## src/rtl/keyrep_pkg.sv

```systemverilog
package keyrep_pkg;

   typedef enum logic [1:0] {
      ST_IDLE    = 2'd0,
      ST_RELEASE = 2'd1,
      ST_WAIT    = 2'd2
   } key_state_e;

   typedef enum logic {
      RPT_PRESS   = 1'b0,
      RPT_RELEASE = 1'b1
   } rpt_kind_e;

   // payload bytes per report; also the value written to the byte counter
   localparam int unsigned RPT_BYTES = 3;
   localparam int unsigned STEP_W    = $clog2(RPT_BYTES + 1);

   // payload byte idx of a report of the given kind
   function automatic logic [7:0] rpt_byte(rpt_kind_e kind, logic [STEP_W-1:0] idx);
      if (kind == RPT_RELEASE) return 8'h00;
      case (idx)
         STEP_W'(0): return 8'h08;   // modifier: left GUI key
         STEP_W'(2): return 8'h07;   // usage code of letter d
         default:    return 8'h00;   // reserved byte
      endcase
   endfunction

endpackage

```

## src/rtl/keyrep_poll_timer.sv

```systemverilog
module keyrep_poll_timer #(
   parameter int unsigned PERIOD = 1000
) (
   input  logic clk_i,
   input  logic rst_ni,
   output logic tick_o
);
   if (PERIOD < 1) begin : g_bad_period
      $error("keyrep_poll_timer: PERIOD must be at least 1");
   end

   if (PERIOD == 1) begin : g_every
      assign tick_o = 1'b1;
   end else begin : g_count
      localparam int unsigned CNT_W = $clog2(PERIOD);
      logic [CNT_W-1:0] cnt_q;

      assign tick_o = (cnt_q == '0);

      always_ff @(posedge clk_i) begin
         if (!rst_ni)     cnt_q <= CNT_W'(PERIOD - 1);
         else if (tick_o) cnt_q <= CNT_W'(PERIOD - 1);
         else             cnt_q <= cnt_q - 1'b1;
      end

      AST_TICK_SPACED: assert property (@(posedge clk_i) disable iff (!rst_ni)
         tick_o |=> !tick_o);
   end
endmodule

```

## src/rtl/keyrep_bus_port.sv

```systemverilog
module keyrep_bus_port #(
   parameter int unsigned ADDR_W = 5,
   parameter int unsigned DATA_W = 8
) (
   input  logic              clk_i,
   input  logic              rst_ni,
   input  logic              launch_i,
   input  logic              launch_we_i,
   input  logic [ADDR_W-1:0] launch_addr_i,
   input  logic [DATA_W-1:0] launch_data_i,
   output logic              busy_o,
   output logic              done_o,
   output logic              done_we_o,
   output logic              req_o,
   output logic              we_o,
   output logic [ADDR_W-1:0] addr_o,
   output logic [DATA_W-1:0] data_o,
   input  logic              ack_i
);
   logic              req_q, we_q;
   logic [ADDR_W-1:0] addr_q;
   logic [DATA_W-1:0] data_q;

   always_ff @(posedge clk_i) begin
      if (!rst_ni) begin
         req_q  <= 1'b0;
         we_q   <= 1'b0;
         addr_q <= '0;
         data_q <= '0;
      end else if (req_q && ack_i) begin
         req_q <= 1'b0;
      end else if (launch_i && !req_q) begin
         req_q  <= 1'b1;
         we_q   <= launch_we_i;
         addr_q <= launch_addr_i;
         data_q <= launch_data_i;
      end
   end

   assign busy_o    = req_q;
   assign done_o    = req_q & ack_i;
   assign done_we_o = we_q;
   assign req_o     = req_q;
   assign we_o      = we_q;
   assign addr_o    = addr_q;
   assign data_o    = data_q;

   AST_REQ_STABLE: assert property (@(posedge clk_i) disable iff (!rst_ni)
      (req_o && !ack_i) |=> (req_o && $stable(addr_o) && $stable(data_o) && $stable(we_o)));
   AST_REQ_GAP: assert property (@(posedge clk_i) disable iff (!rst_ni)
      (req_o && ack_i) |=> !req_o);
   AST_LAUNCH_WHEN_FREE: assert property (@(posedge clk_i) disable iff (!rst_ni)
      launch_i |-> !req_o);
endmodule

```

## src/rtl/keyrep_ctrl.sv

```systemverilog
module keyrep_ctrl
   import keyrep_pkg::*;
#(
   parameter int unsigned ADDR_W    = 5,
   parameter int unsigned DATA_W    = 8,
   parameter int unsigned FIFO_ADDR = 3,
   parameter int unsigned BC_ADDR   = 7,
   parameter int unsigned GPIN_ADDR = 20
) (
   input  logic              clk_i,
   input  logic              rst_ni,
   input  logic              tick_i,
   input  logic              buf_avail_i,
   input  logic              busy_i,
   input  logic              done_i,
   input  logic              done_we_i,
   input  logic              rbit_i,
   output logic              launch_o,
   output logic              launch_we_o,
   output logic [ADDR_W-1:0] launch_addr_o,
   output logic [DATA_W-1:0] launch_data_o
);
   localparam logic [STEP_W-1:0] LAST_STEP = STEP_W'(RPT_BYTES);

   key_state_e        st_q, st_nxt;
   rpt_kind_e         kind_q;
   logic [STEP_W-1:0] step_q;
   logic              btn_q, ev_pend_q, poll_pend_q, seq_act_q;
   logic              serve, start_seq, issue_wr, issue_rd;
   logic              wr_done, rd_done, wr_last;

   assign wr_done   = done_i & done_we_i;
   assign rd_done   = done_i & ~done_we_i;
   assign wr_last   = (step_q == LAST_STEP);
   // a pending event is decided only with the channel quiet and no report in flight
   assign serve     = ev_pend_q & ~seq_act_q & ~busy_i;
   assign start_seq = serve & (((st_q == ST_IDLE) & btn_q) | (st_q == ST_RELEASE));
   assign issue_wr  = seq_act_q & ~busy_i;
   assign issue_rd  = poll_pend_q & ~seq_act_q & ~busy_i & ~serve;

   always_comb begin
      launch_o      = issue_wr | issue_rd;
      launch_we_o   = issue_wr;
      launch_addr_o = ADDR_W'(GPIN_ADDR);
      launch_data_o = '0;
      if (issue_wr) begin
         if (wr_last) begin
            launch_addr_o = ADDR_W'(BC_ADDR);
            launch_data_o = DATA_W'(RPT_BYTES);
         end else begin
            launch_addr_o = ADDR_W'(FIFO_ADDR);
            launch_data_o = DATA_W'(rpt_byte(kind_q, step_q));
         end
      end
   end

   always_comb begin
      st_nxt = st_q;
      case (st_q)
         ST_IDLE:    if (wr_done && wr_last)  st_nxt = ST_RELEASE;
         ST_RELEASE: if (wr_done && wr_last)  st_nxt = ST_WAIT;
         ST_WAIT:    if (rd_done && !rbit_i)  st_nxt = ST_IDLE;
         default:                             st_nxt = ST_IDLE;
      endcase
   end

   always_ff @(posedge clk_i) begin
      if (!rst_ni) begin
         st_q        <= ST_IDLE;
         kind_q      <= RPT_PRESS;
         step_q      <= '0;
         btn_q       <= 1'b0;
         ev_pend_q   <= 1'b0;
         poll_pend_q <= 1'b0;
         seq_act_q   <= 1'b0;
      end else begin
         st_q        <= st_nxt;
         ev_pend_q   <= buf_avail_i | (ev_pend_q & ~serve);
         poll_pend_q <= tick_i | (poll_pend_q & ~issue_rd);
         if (rd_done) btn_q <= rbit_i;
         if (start_seq) begin
            seq_act_q <= 1'b1;
            step_q    <= '0;
            kind_q    <= (st_q == ST_IDLE) ? RPT_PRESS : RPT_RELEASE;
         end else if (wr_done) begin
            if (wr_last) seq_act_q <= 1'b0;
            else         step_q    <= step_q + 1'b1;
         end
      end
   end

   AST_IDLE_NO_REPORT: assert property (@(posedge clk_i) disable iff (!rst_ni)
      (st_q == ST_IDLE && !btn_q && !seq_act_q) |=> !seq_act_q);
   AST_STEP_ORDER: assert property (@(posedge clk_i) disable iff (!rst_ni)
      (seq_act_q && wr_done && !wr_last) |=> (step_q == $past(step_q) + 1'b1));
   AST_WAIT_HOLD: assert property (@(posedge clk_i) disable iff (!rst_ni)
      (st_q == ST_WAIT && !(rd_done && !rbit_i)) |=> (st_q == ST_WAIT));
   AST_WAIT_EXIT: assert property (@(posedge clk_i) disable iff (!rst_ni)
      (st_q == ST_WAIT && rd_done && !rbit_i) |=> (st_q == ST_IDLE));
   AST_EVENT_KEPT: assert property (@(posedge clk_i) disable iff (!rst_ni)
      (ev_pend_q && seq_act_q) |=> ev_pend_q);
endmodule

```

## src/rtl/keyrep_sequencer.sv

```systemverilog
module keyrep_sequencer #(
   parameter int unsigned ADDR_W      = 5,
   parameter int unsigned DATA_W      = 8,
   parameter int unsigned FIFO_ADDR   = 3,
   parameter int unsigned BC_ADDR     = 7,
   parameter int unsigned GPIN_ADDR   = 20,
   parameter int unsigned POLL_CYCLES = 1000
) (
   input  logic              clk_i,
   input  logic              rst_ni,
   input  logic              buf_avail_i,
   output logic              req_o,
   output logic              we_o,
   output logic [ADDR_W-1:0] addr_o,
   output logic [DATA_W-1:0] data_o,
   input  logic              ack_i,
   input  logic [DATA_W-1:0] rdata_i
);
   localparam longint unsigned ADDR_SPAN = 64'd1 << ADDR_W;

   if (ADDR_W < 1 || ADDR_W > 16) begin : g_bad_aw
      $error("keyrep_sequencer: ADDR_W out of range");
   end
   if (DATA_W < 8) begin : g_bad_dw
      $error("keyrep_sequencer: DATA_W must hold one report byte");
   end
   if (FIFO_ADDR >= ADDR_SPAN || BC_ADDR >= ADDR_SPAN || GPIN_ADDR >= ADDR_SPAN) begin : g_bad_addr
      $error("keyrep_sequencer: register address does not fit ADDR_W");
   end
   if (FIFO_ADDR == BC_ADDR || FIFO_ADDR == GPIN_ADDR || BC_ADDR == GPIN_ADDR) begin : g_dup_addr
      $error("keyrep_sequencer: register addresses must differ");
   end

   logic              tick, busy, done, done_we, launch, launch_we;
   logic [ADDR_W-1:0] launch_addr;
   logic [DATA_W-1:0] launch_data;
   logic              unused_rdata;

   assign unused_rdata = ^rdata_i[DATA_W-1:1];

   keyrep_poll_timer #(.PERIOD(POLL_CYCLES)) u_timer (
      .clk_i  (clk_i),
      .rst_ni (rst_ni),
      .tick_o (tick)
   );

   keyrep_ctrl #(
      .ADDR_W    (ADDR_W),
      .DATA_W    (DATA_W),
      .FIFO_ADDR (FIFO_ADDR),
      .BC_ADDR   (BC_ADDR),
      .GPIN_ADDR (GPIN_ADDR)
   ) u_ctrl (
      .clk_i         (clk_i),
      .rst_ni        (rst_ni),
      .tick_i        (tick),
      .buf_avail_i   (buf_avail_i),
      .busy_i        (busy),
      .done_i        (done),
      .done_we_i     (done_we),
      .rbit_i        (rdata_i[0]),
      .launch_o      (launch),
      .launch_we_o   (launch_we),
      .launch_addr_o (launch_addr),
      .launch_data_o (launch_data)
   );

   keyrep_bus_port #(.ADDR_W(ADDR_W), .DATA_W(DATA_W)) u_port (
      .clk_i         (clk_i),
      .rst_ni        (rst_ni),
      .launch_i      (launch),
      .launch_we_i   (launch_we),
      .launch_addr_i (launch_addr),
      .launch_data_i (launch_data),
      .busy_o        (busy),
      .done_o        (done),
      .done_we_o     (done_we),
      .req_o         (req_o),
      .we_o          (we_o),
      .addr_o        (addr_o),
      .data_o        (data_o),
      .ack_i         (ack_i)
   );

   AST_RESET_QUIET: assert property (@(posedge clk_i)
      !rst_ni |=> !req_o);
endmodule

```

## config.mk

```make
export PLATFORM = sky130hd
export DESIGN_NAME = keyrep_sequencer
export DESIGN_NICKNAME = d
export VERILOG_FILES = /design/src/rtl/keyrep_pkg.sv /design/src/rtl/keyrep_poll_timer.sv /design/src/rtl/keyrep_bus_port.sv /design/src/rtl/keyrep_ctrl.sv /design/src/rtl/keyrep_sequencer.sv
export SDC_FILE = /design/constraint.sdc
export NUM_CORES = 1
export LEC_CHECK = 0
export ABC_CLOCK_PERIOD_IN_PS = 4400
export BUFFER_PORTS_ARGS = -buffer_cell sky130_fd_sc_hd__buf_4
export CAP_MARGIN = 30
export CORE_ASPECT_RATIO = 1.4
export CORE_MARGIN = 5
export CORE_UTILIZATION = 56
export CTS_CLUSTER_DIAMETER = 50
export DETAILED_ROUTE_END_ITERATION = 12
export GPL_ROUTABILITY_DRIVEN = 0
export MAX_ROUTING_LAYER = met4
export PLACE_DENSITY = 0.82
export SLEW_MARGIN = 10
export SYNTH_ARGS = -nofsm -noshare
export SYNTH_HDL_FRONTEND = slang
export SYNTH_SLANG_ARGS = --single-unit
```

## constraint.sdc

```tcl
create_clock -name clk_i -period 4.4 [get_ports clk_i]
set_input_delay 0.66 -clock clk_i [delete_from_list [all_inputs] [get_ports clk_i]]
set_output_delay 0.66 -clock clk_i [all_outputs]
set_load 0.01 [all_outputs]
```

==> results.json, run 1 <==
{
  "grt_pass1_vias": 946,
  "diodes": 0,
  "cts_resized": 0,
  "maxCapViolations": 0,
  "fin_ws_ns": 2.724,
  "yosys.area_share.adder_pct": 5.010,
  "p_leak_uw": 0.0005823,
  "cts.sinks": 26,
  "firstDrtPassIters": 4,
  "wl_per_cell_um": 12.47,
  "core_um2": 2152,
  "synth_top_family_by_area": "simple AND/OR/NAND/NOR gates",
  "cp_cell_sequence": "buf_4",
  "cp-start-kind": "register",
  "routed-via-count": 937,
  "root_buffer": "clkbuf_4",
  "hold_start": "u_timer.g_count.cnt_q[0]",
  "p_per_area_nw_per_um2": 274.8,
  "cp-end-kind": "output pin",
  "cp_data_arrival_time_ns": 1.02,
  "port_buffers": 14,
  "ys_warn_count": 0,
  "ys_types": 41,
  "ios": 27,
  "num_rows": 20,
  "clockBufferDepth": 2,
  "nFillCells": 180,
  "vias_per_cell": 5.544,
  "cp_slowest_cell": "dfxtp_1",
  "drtAntennaViolNets": 0,
  "chipWidth_um": 49.91,
  "finalSetupViolations": 0,
  "status": "finished clean",
  "hold_end": "u_timer.g_count.cnt_q[0]",
  "insertion_delay_ns": 0.30,
  "synthSimpleGateAreaFrac_pct": 22.44,
  "syn_area_per_cell_um2": 9.182,
  "cts_tree": "built",
  "hpwl_um": 1687,
  "rsz0062_at_grt": "false",
  "die_area_um2": 3288,
  "yosysSeqAreaShare_pct": 41.68,
  "synth_compound_area_share_pct": 17.54,
  "worstSetupPathType": "register to output pin",
  "switching_power_uw": 76.21,
  "synth_area_um2": 1249,
  "synth-seq-cells": 26,
  "fmax_mhz": 596.8,
  "p_sw_share_pct": 20.39,
  "numCtsBuffers": 3,
  "hold_path_class": "register to register",
  "hold_viol": 0,
  "p_clk_share_pct": 30.2,
  "required_ns": 3.74,
  "fin_tns_setup_ns": 0,
  "critical_path.max_stage_delay_ns": 0.53,
  "p_int_uw": 297.5,
  "cts_setup_buffers": 0,
  "reg2reg_to": "u_timer.g_count.cnt_q[3]",
  "dieHeight_um": 65.87,
  "clkTransAtPathRegs_ns": 0.13,
  "synthMuxAreaShare_pct": 1.603,
  "p_seq_share_pct": 64.7,
  "overflow": 0,
  "async_flop_share_pct": 0,
  "r2r-start": "u_timer.g_count.cnt_q[0]",
  "regToRegSetupSlack_ns": 2.79,
  "drc": 0,
  "min_path_cells": 1,
  "cts_max_level": 1,
  "clock_skew_ns": 0.003298,
  "synthXorXnorAreaFrac_pct": 3.507,
  "routed_wl_um": 2108,
  "pwr-share-comb_pct": 5.2,
  "layout_min_cycle_time_ns": 1.676,
  "nNetsFinal": 165,
  "grt_pass1_wl_um": 3732,
  "layout-drive-gt1-share_pct": 16.33,
  "cpLargestDelayFamily": "flip-flops",
  "slew_violations": 0,
  "synth_cells": 136,
  "post-place-ws_ns": 2.776,
  "critical_path_buf_inv_count": 1,
  "dr.first_iter.drc_count": 12,
  "initial_core_util_pct": 58.02,
  "grt_max_degree": 21,
  "period_share_pct": 38.08,
  "antenna_found_initial": 0,
  "synth_ff_type": "dfxtp_1",
  "cp_max_fo": 10,
  "vdd_ir_drop_max_mv": 0.2014,
  "area_growth_pct": 8.917,
  "synth_edf_count": 0,
  "ctsHoldBuffers": 0,
  "grt_usage_pct": 14.48,
  "r2r_cells": 6
}
==> cell families (layout without fill, tap and decap cells) <==
logic type / count (synthesis) / after routing
multiplexers: 2 / 2
flip-flops: 26 / 26
AND/OR/NAND/NOR: 47 / 47
buffers and inverters: 18 / 25
other: 1 / 5
AO/OA/AOI/OAI: 32 / 32
adder cells (fa/ha/maj): 5 / 5
XOR/XNOR: 5 / 5
==> placed cells by master, fill, tap and decap left out, types with 4 or more instances in the layout <==
cell type | netlist | routed
conb_1 | 1 | 5
dfxtp_1 | 26 | 26
xnor2_1 | 4 | 4
inv_1 | 7 | 7
nand2_1 | 10 | 10
ha_1 | 5 | 5
o21ai_0 | 5 | 5
nor2b_1 | 8 | 8
buf_4 | 8 | 14
nor2_1 | 8 | 8
a21boi_0 | 4 | 4
a21oi_1 | 6 | 6
==> power groups by stage <==
stage               Clock (µW)  Combinational (µW)  Sequential, µW
floorplan                    0                17.5             246
global placement             0                18.5             247
detailed placement           0                19.3             247
CTS                        118                19.4             242
global route               132                22.2             243
finish                     113                19.3             242
==> registers in the layout, summed over array words and instances (netlist names) <==
register and count:
u_port.busy_o 1, u_ctrl.seq_act_q 1, u_ctrl.ev_pend_q 1, u_ctrl.btn_q 1
u_ctrl.kind_q 1, u_ctrl.poll_pend_q 1, u_port.addr_o 3, u_port.data_o 3
u_ctrl.step_q 2, u_ctrl.st_q 2, u_timer.g_count.cnt_q 10
==> routing by layer <==
layer | routed length (µm) | global-route usage (%) | share of wire [%] | vias to the layer above
met1 | 843 | 13.97 | 40 | 437
met3 | 77 | 2.709 | 3.7 | 5
li1 | - | - | - | 482
met5 | 0 | - | 0 | -
met4 | 31 | 7.541 | 1.5 | 0
met2 | 1156 | 26.75 | 55 | 13
==> worst max path at each step <==
stage / startpoint / to / slack (ns) / depth (start not counted)
6_report: u_port.busy_o / req_o / 2.72 / 1
5_1_grt: u_timer.g_count.cnt_q[0] / u_timer.g_count.cnt_q[3] / 2.61 / 6
4_1_cts: u_port.busy_o / req_o / 2.70 / 1
3_5_place_dp: rst_ni / u_timer.g_count.cnt_q[3] / 2.78 / 3
3_3_place_gp: ack_i / u_ctrl.step_q[1] / 2.82 / 5
2_1_floorplan: u_timer.g_count.cnt_q[0] / u_timer.g_count.cnt_q[4] / 2.94 / 5
==> area by class of cell <==
type	count	area, µm²	area share (%)
timing repair buffer	14	105.1	7.728
sequential	26	520.5	38.27
inverter	7	26.28	1.932
tap	22	27.53	2.024
clock buffer	4	36.28	2.668
multi-input combinational	96	644.4	47.38
==> cells in the mapped netlist (2+ instances only) <==
library cell	number	area share (%)
dfxtp_1	26	42
nand2_1	10	3.0
buf_4	8	4.8
nor2_1	8	2.4
nor2b_1	8	4.0
inv_1	7	2.1
a21oi_1	6	2.4
ha_1	5	5.0
o21ai_0	5	2.0
a21boi_0	4	2.4
xnor2_1	4	2.8
nand2b_1	3	1.5
nor3b_1	3	1.8
o21a_1	3	1.8
o21bai_1	3	1.8
and2_1	2	1.0
clkbuf_1	2	0.60
mux2i_1	2	1.6
nor3_1	2	0.80
o31ai_1	2	1.2
o41ai_1	2	1.4
or4_4	2	1.8
==> metrics by stage <==
| stage | util (%) | power (µW) | hold WS [ns] | area, µm² | std cells |
|---|---|---|---|---|---|
| finish | 63.20 | 373.7 | 0.4405 | 1360 | 169 |
| global route | 63.20 | 396.5 | 0.4772 | 1360 | 169 |
| CTS | 63.20 | 379.6 | 0.4445 | 1360 | 169 |
| detailed placement | 61.51 | 266.2 | 0.4122 | 1324 | 165 |
| global placement | 61.51 | 265.4 | 0.4151 | 1324 | 165 |
| floorplan | - | 263.7 | 0.3962 | 1264 | 140 |
Note: power is estimated with default switching activity, not from simulation.
==> run 2: changes to the inputs <==
--- a/config.mk
+++ b/config.mk
@@ -5,17 +5,18 @@
 export SDC_FILE = /design/constraint.sdc
 export NUM_CORES = 1
 export LEC_CHECK = 0
-export ABC_CLOCK_PERIOD_IN_PS = 4400
+export ABC_AREA = 1
+export ABC_CLOCK_PERIOD_IN_PS = 1400
 export BUFFER_PORTS_ARGS = -buffer_cell sky130_fd_sc_hd__buf_4
 export CAP_MARGIN = 30
 export CORE_ASPECT_RATIO = 1.4
 export CORE_MARGIN = 5
-export CORE_UTILIZATION = 56
+export CORE_UTILIZATION = 48
 export CTS_CLUSTER_DIAMETER = 50
 export DETAILED_ROUTE_END_ITERATION = 12
 export GPL_ROUTABILITY_DRIVEN = 0
 export MAX_ROUTING_LAYER = met4
-export PLACE_DENSITY = 0.82
+export PLACE_DENSITY = 0.74
 export SLEW_MARGIN = 10
 export SYNTH_ARGS = -nofsm -noshare
 export SYNTH_HDL_FRONTEND = slang
==> constraint.sdc (replaced) <==
create_clock -name clk_i -period 1.4 [get_ports clk_i]
set_input_delay 0.21 -clock clk_i [delete_from_list [all_inputs] [get_ports clk_i]]
set_output_delay 0.21 -clock clk_i [all_outputs]
set_load 0.01 [all_outputs]
==> run 2 against run 1 <==
Combinational power grew to 3.1 times the previous value. Area after synthesis grew 4.8%. Non-clock buffer count stayed put. Sequential power increased to 3.1 times the previous value. Clock skew increased by 0.0039 ns. Global-route usage is 0.067 points higher. Power grew to 3.5 times the previous value. Critical path type is now register to register. Largest cell class unchanged. Largest power group unchanged.
==> results.json, run 2 <==
{
  "status": "finished clean",
  "p_int_uw": 1060,
  "vdd_ir_drop_max_mv": 0.6983,
  "cts.sinks": 26,
  "port_buffers": 14,
  "required_ns": 1.61,
  "synthXorXnorAreaFrac_pct": 0.6692,
  "synth-seq-cells": 26,
  "grt_usage_pct": 14.55,
  "synth_edf_count": 0,
  "cts_tree": "built",
  "syn_area_per_cell_um2": 7.353,
  "period_share_pct": 88.95,
  "synth_ff_type": "dfxtp_1",
  "wl_per_cell_um": 10.67,
  "antenna_found_initial": 0,
  "grt_pass1_vias": 1069,
  "pwr-share-comb_pct": 4.6,
  "diodes": 0,
  "finalSetupViolations": 0,
  "routed_wl_um": 2421,
  "numCtsBuffers": 3,
  "maxCapViolations": 0,
  "cp_data_arrival_time_ns": 1.45,
  "layout-drive-gt1-share_pct": 18.32,
  "synth_top_family_by_area": "simple AND/OR/NAND/NOR gates",
  "yosysTopAreaCellShare_pct": 39.77,
  "ios": 27,
  "synth_cells": 178,
  "cts_resized": 0,
  "synthMuxAreaShare_pct": 0,
  "cp_max_fo": 4,
  "min_path_cells": 3,
  "yosys.area.top_type": "dfxtp_1",
  "largest_register": "u_timer.g_count.cnt_q",
  "insertion_delay_ns": 0.32,
  "p_sw_share_pct": 19.87,
  "fin_tns_setup_ns": 0,
  "regArea_um2": 520.5,
  "initial_core_util_pct": 50.05,
  "dieHeight_um": 71.79,
  "synthTopCellsByArea": "dfxtp_1, nand2_1, inv_1",
  "multi_input_area_um2": 605.6,
  "synthSimpleGateAreaFrac_pct": 30.88,
  "synth_compound_area_share_pct": 8.509,
  "dr.first_iter.drc_count": 18,
  "p_seq_share_pct": 57.1,
  "drc": 0,
  "routed-via-count": 1068,
  "core_um2": 2615,
  "synthTopCellsByCount": "nand2_1, inv_1, dfxtp_1, nand3_1, nor2_1",
  "cts_max_level": 1,
  "grt_pass1_wl_um": 4181,
  "synth_area_um2": 1309,
  "p_total_uw": 1323,
  "yosysMostFrequentCell": "nand2_1",
  "vias_per_cell": 4.705,
  "ys_warn_count": 0,
  "fmax_mhz": 803.0,
  "hold_path_class": "input port to register",
  "die_area_um2": 3886,
  "ctsHoldBuffers": 0,
  "slew_violations": 0,
  "clockBufferDepth": 2,
  "chipWidth_um": 54.13,
  "largest_register_ff_count": 10,
  "area_growth_pct": 10.99,
  "overflow": 0,
  "p_per_area_nw_per_um2": 911.0,
  "async_flop_share_pct": 0,
  "ys_types": 23,
  "drtAntennaViolNets": 0,
  "root_buffer": "clkbuf_4",
  "yosysSeqAreaShare_pct": 39.77,
  "firstDrtPassIters": 4,
  "cp-start-kind": "register",
  "clock_skew_ns": 0.007163,
  "cts_setup_buffers": 0,
  "r2r_cells": 5,
  "hpwl_um": 1965,
  "hold_viol": 0,
  "nNetsFinal": 209,
  "worstSetupPathType": "register to register",
  "clkTransAtPathRegs_ns": 0.14,
  "layout_min_cycle_time_ns": 1.245,
  "nFillCells": 254,
  "rsz0062_at_grt": "false",
  "p_leak_uw": 0.0006903,
  "p_clk_share_pct": 38.3,
  "most-common-layout-cells": "nand2_1, inv_1, dfxtp_1",
  "switching_power_uw": 263.0,
  "grt_max_degree": 16,
  "num_rows": 22,
  "yosys.area_share.adder_pct": 4.780,
  "final_common_cell": "nand2_1",
  "cp-end-kind": "register"
}
-- run 2: critical path, stage by stage, from the launching register on --
cell and delay, ns:
dfxtp_1 0.34, inv_1 0.11, ha_1 0.20, nand3_1 0.17, o21ai_0 0.22, nand3_1 0.09
-- run 2: final timing paths --
kind | slack [ns] | endpoint | start
worst max-delay path | 0.15 | u_timer.g_count.cnt_q[8] | u_timer.g_count.cnt_q[0]
worst min-delay path | 0.10 | u_ctrl.ev_pend_q | buf_avail_i
worst max register to register | 0.15 | u_timer.g_count.cnt_q[8] | u_timer.g_count.cnt_q[0]
worst min register to register | 0.43 | u_timer.g_count.cnt_q[0] | u_timer.g_count.cnt_q[0]
-- run 2: kinds of logic after synthesis --
| logic type | Yosys count |
|---|---|
| compound gates | 20 |
| xor+xnor | 1 |
| fa+ha+maj | 5 |
| buf+inv | 42 |
| flops | 26 |
| other cells | 1 |
| simple gates | 83 |
-- run 2: per-layer routing --
| layer | vias to the layer above | share of wire, % | GRT usage [%] |
|---|---|---|---|
| met4 | 0 | 1.8 | 8.033 |
| met3 | 4 | 3.2 | 2.287 |
| met5 | - | 0 | - |
| met1 | 490 | 39 | 13.88 |
| li1 | 560 | - | - |
| met2 | 14 | 56 | 26.23 |
-- run 2: power by group through the flow --
| stage | logic [µW] | registers, µW | clock network, µW |
|---|---|---|---|
| finish | 60.7 | 755 | 507 |
| global route | 70.3 | 758 | 547 |
| CTS | 60.8 | 756 | 526 |
| detailed placement | 60.8 | 771 | 0 |
| global placement | 57.6 | 771 | 0 |
| floorplan | 54.6 | 770 | 0 |
-- run 2: layout make-up --
type,instances,area share (%)
inverters,33,8.527
flip-flops and latches,26,35.83
multi-input cells,114,41.69
clock inverters,1,2.067
repair buffers,14,7.235
clock buffers,3,1.550
well taps,36,3.101
-- run 2: per-stage QoR --
step	utilization [%]	instances	cell area, µm²	worst slack [ns]	hold WS [ns]
after global placement	53.54	223	1400	0.2388	0.3749
final	55.55	227	1453	0.1547	0.1025
after CTS	55.55	227	1453	0.1552	0.09837
after floorplan	-	182	1324	0.3374	0.3274
after global routing	55.55	227	1453	0.03048	0.1279
after detailed placement	53.54	223	1400	0.1742	0.4000
